File: config.mk
export PLATFORM = sky130hd
export DESIGN_NAME = spi_sclk_divider
export DESIGN_NICKNAME = d
export VERILOG_FILES = /design/src/rtl/spi_div_pkg.sv /design/src/rtl/spi_div_ratio_decode.sv /design/src/rtl/spi_div_ratio_latch.sv /design/src/rtl/spi_div_half_timer.sv /design/src/rtl/spi_sclk_divider.sv
export SDC_FILE = /design/constraint.sdc
export NUM_CORES = 1
export LEC_CHECK = 0
export BUFFER_PORTS_ARGS = -buffer_cell sky130_fd_sc_hd__clkbuf_2
export CAP_MARGIN = 20
export CORE_UTILIZATION = 57
export DETAILED_ROUTE_END_ITERATION = 6
export MAX_ROUTING_LAYER = met4
export PLACE_DENSITY_LB_ADDON = 0.05
export RECOVER_POWER = 100
export SLEW_MARGIN = 10
export SYNTH_ARGS = -nofsm -noshare
export SYNTH_HDL_FRONTEND = slang
export SYNTH_SLANG_ARGS = --single-unit
File: constraint.sdc
create_clock -name clk -period 2 [get_ports clk]
set_input_delay 0.4 -clock clk [delete_from_list [all_inputs] [get_ports clk]]
set_output_delay 0.4 -clock clk [all_outputs]
set_load 0.05 [all_outputs]
File: src/rtl/spi_div_pkg.sv
package spi_div_pkg;
   function automatic int max_i(input int a, input int b);
      return (a > b) ? a : b;
   endfunction

   // width of the full ratio value for a given field layout
   function automatic int ratio_width(input int lo_w, input int ext_w);
      return max_i((1 << lo_w), lo_w + ext_w + 1);
   endfunction
endpackage

File: src/rtl/spi_div_ratio_decode.sv
module spi_div_ratio_decode #(
   parameter int LO_W    = 4,
   parameter int EXT_W   = 8,
   parameter bit FINE_EN = 1'b1,
   parameter int RAT_W   = 16,
   parameter int TC_W    = 15
) (
   input  logic             fine_mode,
   input  logic [LO_W-1:0]  div_lo,
   input  logic [EXT_W-1:0] div_ext,
   output logic [TC_W-1:0]  low_tc,
   output logic [TC_W-1:0]  high_tc
);
   logic [RAT_W-1:0] n_coarse;
   logic [RAT_W-1:0] n_fine;
   logic [RAT_W-1:0] n_sel;
   logic [RAT_W-1:0] half;
   logic [RAT_W-1:0] low_len;
   logic [RAT_W-1:0] high_len;

   assign n_coarse = RAT_W'(1) << div_lo;

   generate
      if (FINE_EN) begin : g_fine
         assign n_fine = RAT_W'({div_ext, div_lo}) + RAT_W'(1);
      end else begin : g_coarse_only
         logic unused_fine;
         assign unused_fine = fine_mode ^ (^div_ext);
         assign n_fine      = n_coarse;
      end
   endgenerate

   always_comb begin
      n_sel    = fine_mode ? n_fine : n_coarse;
      half     = n_sel >> 1;
      low_len  = n_sel - half;
      high_len = (half == '0) ? RAT_W'(1) : half;
      low_tc   = TC_W'(low_len - RAT_W'(1));
      high_tc  = TC_W'(high_len - RAT_W'(1));
   end
endmodule

File: src/rtl/spi_div_ratio_latch.sv
module spi_div_ratio_latch #(
   parameter int TC_W = 15
) (
   input  logic            clk,
   input  logic            rst_n,
   input  logic            load,
   input  logic [TC_W-1:0] low_tc_in,
   input  logic [TC_W-1:0] high_tc_in,
   output logic [TC_W-1:0] low_tc_q,
   output logic [TC_W-1:0] high_tc_q
);
   always_ff @(posedge clk or negedge rst_n) begin
      if (!rst_n) begin
         low_tc_q  <= '0;
         high_tc_q <= '0;
      end else if (load) begin
         low_tc_q  <= low_tc_in;
         high_tc_q <= high_tc_in;
      end
   end
endmodule

File: src/rtl/spi_div_half_timer.sv
module spi_div_half_timer #(
   parameter int TC_W = 15
) (
   input  logic            clk,
   input  logic            rst_n,
   input  logic            en,
   input  logic [TC_W-1:0] low_tc,
   input  logic [TC_W-1:0] high_tc,
   output logic            phase_q,
   output logic            rise_q,
   output logic            fall_q,
   output logic [TC_W-1:0] cnt_q,
   output logic            high_end
);
   logic low_end;

   assign low_end  = en && !phase_q && (cnt_q == low_tc);
   assign high_end = en &&  phase_q && (cnt_q == high_tc);

   always_ff @(posedge clk or negedge rst_n) begin
      if (!rst_n) begin
         phase_q <= 1'b0;
         rise_q  <= 1'b0;
         fall_q  <= 1'b0;
         cnt_q   <= '0;
      end else if (!en) begin
         phase_q <= 1'b0;
         rise_q  <= 1'b0;
         fall_q  <= 1'b0;
         cnt_q   <= '0;
      end else begin
         rise_q <= low_end;
         fall_q <= high_end;
         if (low_end || high_end) begin
            phase_q <= !phase_q;
            cnt_q   <= '0;
         end else begin
            cnt_q   <= cnt_q + TC_W'(1);
         end
      end
   end
endmodule

File: src/rtl/spi_sclk_divider.sv
module spi_sclk_divider
   import spi_div_pkg::*;
#(
   parameter int LO_W    = 4,
   parameter int EXT_W   = 8,
   parameter bit FINE_EN = 1'b1
) (
   input  logic             clk,
   input  logic             rst_n,
   input  logic             en,
   input  logic             fine_mode,
   input  logic [LO_W-1:0]  div_lo,
   input  logic [EXT_W-1:0] div_ext,
   output logic             sclk_phase,
   output logic             rise_stb,
   output logic             fall_stb
);
   localparam int RAT_W = ratio_width(LO_W, EXT_W);
   localparam int TC_W  = RAT_W - 1;

   generate
      if (LO_W < 2 || LO_W > 4) begin : g_bad_lo
         $error("spi_sclk_divider: LO_W must be 2..4");
      end
      if (EXT_W < 1 || EXT_W > 12) begin : g_bad_ext
         $error("spi_sclk_divider: EXT_W must be 1..12");
      end
   endgenerate

   logic [TC_W-1:0] dec_low_tc;
   logic [TC_W-1:0] dec_high_tc;
   logic [TC_W-1:0] act_low_tc;
   logic [TC_W-1:0] act_high_tc;
   logic [TC_W-1:0] cnt_q;
   logic            high_end;
   logic            ratio_load;

   assign ratio_load = !en || high_end;

   spi_div_ratio_decode #(
      .LO_W(LO_W), .EXT_W(EXT_W), .FINE_EN(FINE_EN), .RAT_W(RAT_W), .TC_W(TC_W)
   ) u_decode (
      .fine_mode (fine_mode),
      .div_lo    (div_lo),
      .div_ext   (div_ext),
      .low_tc    (dec_low_tc),
      .high_tc   (dec_high_tc)
   );

   spi_div_ratio_latch #(.TC_W(TC_W)) u_latch (
      .clk        (clk),
      .rst_n      (rst_n),
      .load       (ratio_load),
      .low_tc_in  (dec_low_tc),
      .high_tc_in (dec_high_tc),
      .low_tc_q   (act_low_tc),
      .high_tc_q  (act_high_tc)
   );

   spi_div_half_timer #(.TC_W(TC_W)) u_timer (
      .clk      (clk),
      .rst_n    (rst_n),
      .en       (en),
      .low_tc   (act_low_tc),
      .high_tc  (act_high_tc),
      .phase_q  (sclk_phase),
      .rise_q   (rise_stb),
      .fall_q   (fall_stb),
      .cnt_q    (cnt_q),
      .high_end (high_end)
   );
endmodule

==> impl_metrics.env <==
export IMPL_fmax_mhz=309
export IMPL_core_um2=6910
export IMPL_die_w_um=87.1
export IMPL_finalCritPeriodShare_pct=162
export IMPL_grt_max_degree=49
export IMPL_holdCritPathClass="primary input to asynchronous set/reset pin"
export IMPL_dp_hpwl_um=9570
export IMPL_setup_viol=43
export IMPL_hold_buffers=0
export IMPL_yosys_warnings=0
export IMPL_slew_headroom_pct=22.9
export IMPL_drt_iter0_drc=560
export IMPL_synth_nets=535
export IMPL_dieArea_um2=7580
export IMPL_io_pins=19
export IMPL_drive_gt1_share_pct=47.6
export IMPL_track_usage_pct=38.0
export IMPL_synth_cell_types=68
export IMPL_drc_errors=0
export IMPL_violations="negative setup slack"
export IMPL_grtUsageMet2_pct=66.4
export IMPL_ant_nets=0
export IMPL_start_util_pct=59.7
export IMPL_ys_seq_elements=48
export IMPL_worstPathMaxFanout=4
export IMPL_rsz0062_at_grt="true"
export IMPL_grt_pass1_wl_um=21200
export IMPL_fin_nets=705
export IMPL_grt_busiest_layer="met2"
export IMPL_required_ns=2.16
export IMPL_clock_path_buffers=2
export IMPL_critPathKind="primary input to flop"
export IMPL_avgSynthCellArea_um2=8.49
export IMPL_synth_most_common_cell="nand2_1"
export IMPL_drt_pass1_iterations=5
export IMPL_fin_crit_ns=3.24
export IMPL_synthFlopType="dfrtp_1"
export IMPL_cts_tree="done"
export IMPL_clk_latency_ns=0.30
export IMPL_wirelength_um=18400
export IMPL_vias_per_cell=6.80
export IMPL_clk_pin_slew_ns=0.09
export IMPL_antenna_found_initial=0
export IMPL_utilization_pct=93.8
export IMPL_yosys_area_share_simple_pct=26.4
export IMPL_cellPowerDensity_nw_per_um2=589
export IMPL_vias=5112
export IMPL_die_h_um=87.1
export IMPL_cp_end_kind="flop"
export IMPL_synth_xor_area_share_pct=12.7
export IMPL_synth_area_leaders="dfrtp_1, ha_1, xor2_1"
export IMPL_tightest_slew_ns=1.16
export IMPL_synth_area_mux_share_pct=1.30
export IMPL_worst_r2r_path_depth=8
export IMPL_skew_ns=0.00840
export IMPL_io_buffers=18
export IMPL_synth_edf_count=0
export IMPL_status="finished with violations"
export IMPL_wire_per_inst_um=24.5
export IMPL_cts_root_buf="clkbuf_8"
export IMPL_grtUsageMet1_pct=42.6
export IMPL_place_gp_congestion=0.999
export IMPL_yosysTopAreaCellShare_pct=29.1
export IMPL_synth_top_family_by_area="simple AND/OR/NAND/NOR gates"
export IMPL_synth_compound_area_share_pct=14.4
export IMPL_overflow=0
export IMPL_cts_buffers=5
export IMPL_place_ws_ns=-1.42
export IMPL_htree_levels=2
export IMPL_p_leak_uw=0.00299
export IMPL_synth_top_cell_by_area="dfrtp_1"
export IMPL_met3_usage_pct=5.50
export IMPL_r2r_start="u_timer.cnt_q[12]$_DFF_PN0_"
export IMPL_diodes=0
export IMPL_grt_pass1_vias=4344
export IMPL_ys_seq_area_share_pct=29.1
export IMPL_hold_viol=0
export IMPL_maxSlewViolCount=0
export IMPL_core_rowCount=30
export IMPL_crit_arrival_ns=3.41
export IMPL_async_flop_share_pct=100
export IMPL_synthCells=486
export IMPL_area_growth_syn_to_layout_pct=57.1
export IMPL_synthAdderAreaFrac_pct=10.2
export IMPL_max_cap_violations=0
export IMPL_vdd_drop_max_v=0.000327
export IMPL_timing_rr_end="u_latch.high_tc_q[2]$_DFFE_PN0P_"
export IMPL_rrSetupSlack_ns=-0.15
export IMPL_synthTopCellsByCount="nand2_1, dfrtp_1, nor2_1, xor2_1, ha_1"
export IMPL_netlist_area_um2=4130
export IMPL_cts_sinks=48
export IMPL_setup_slack_ns=-1.24
export IMPL_tns_ns=-21.43
export IMPL_critPathLaunchType="primary input"
==> per-layer routing <==
metal  wire length (µm)  share of wire (%)
met5                  0                  0
met4               1750                9.5
met2               8590                 47
met3               2060                 11
met1               5990                 33
==> worst max-delay path by stage <==
stage / startpoint / endpoint / slack, ns / cells past startpoint
global placement: div_lo[0] / u_latch.high_tc_q[12]$_DFFE_PN0P_ / -1.34 / 17
finish: div_lo[0] / u_latch.low_tc_q[13]$_DFFE_PN0P_ / -1.24 / 13
detailed placement: div_lo[0] / u_latch.high_tc_q[12]$_DFFE_PN0P_ / -1.42 / 17
floorplan: fine_mode / u_latch.high_tc_q[12]$_DFFE_PN0P_ / -1.21 / 17
global route: div_lo[0] / u_latch.low_tc_q[14]$_DFFE_PN0P_ / -1.25 / 15
CTS: div_lo[0] / u_latch.high_tc_q[10]$_DFFE_PN0P_ / -0.90 / 17
==> kinds of logic after synthesis <==
kind of cell / count (synthesis)
compound gates: 87
simple gates: 202
xor+xnor: 60
flops: 48
buf+inv: 51
mux: 5
fa+ha+maj: 33
==> power breakdown <==
group	leakage, µW	switching [µW]	internal, µW	total, µW
logic	0.00232	951	847	1800
registers	0.000605	111	1090	1200
clock network	0.0000642	322	492	814
==> final cells by class <==
type,count,area (µm²)
clock buffer,5,68.8
fill,224,425
clock inverter,2,60.1
timing repair buffer,187,1510
multi-input combinational,387,3410
tap,96,120
sequential,48,1200
inverter,27,109
==> placed cells by master, fill, tap and decap left out, drive strengths merged, types with 3 or more instances in the layout <==
cell,n
o211ai,7
a211oi,4
xor2,33
or4,4
o21a,3
nand2,54
o21bai,3
nand4,16
nand3b,4
nor4,12
nand2b,7
a21oi,26
dfrtp,48
a31oi,7
mux2,3
clkbuf,23
o2111ai,4
inv,27
xnor2,27
ha,32
and3,15
nor3,11
nor2,43
and2,3
a21o,3
nand3,16
buf,169
o21ai,13
and4,3
nor2b,5
==> through the flow <==
stage          power [µW]  instances  area [µm²]  hold WS, ns
3_5_place_dp         2430        706        5380        0.485
5_1_grt              3940        752        6480        0.494
3_3_place_gp         2390        706        5380        0.478
4_1_cts              3380        725        5880        0.197
2_1_floorplan        1920        486        4330        0.104
6_report             3810        752        6480        0.409
==> what timing repair did <==
item	4_1_cts	5_1_grt
cloned	0	1
setup buffers	12	26
pin swaps	34	59
setup endpoints to repair	43	46
gates resized for setup	59	93
==> sequential cells by signal, indices dropped and copies added (netlist names) <==
| signal | flops |
|---|---|
| u_timer.phase_q | 1 |
| u_timer.rise_q | 1 |
| u_timer.cnt_q | 15 |
| u_timer.fall_q | 1 |
| u_latch.high_tc_q | 15 |
| u_latch.low_tc_q | 15 |
==> worst max-delay path, stage by stage <==
cell and delay [ns]:
buf_8 0.09, buf_6 0.10, nand4_1 0.20, or4_1 0.58, and3_4 0.23, ha_4 0.25
nand3b_1 0.24, buf_6 0.18, nor4_4 0.18, nor2_1 0.11, a211o_1 0.34, o2111ai_1 0.32
o211ai_1 0.18
No activity file was read; power rests on OpenSTA's default activity.
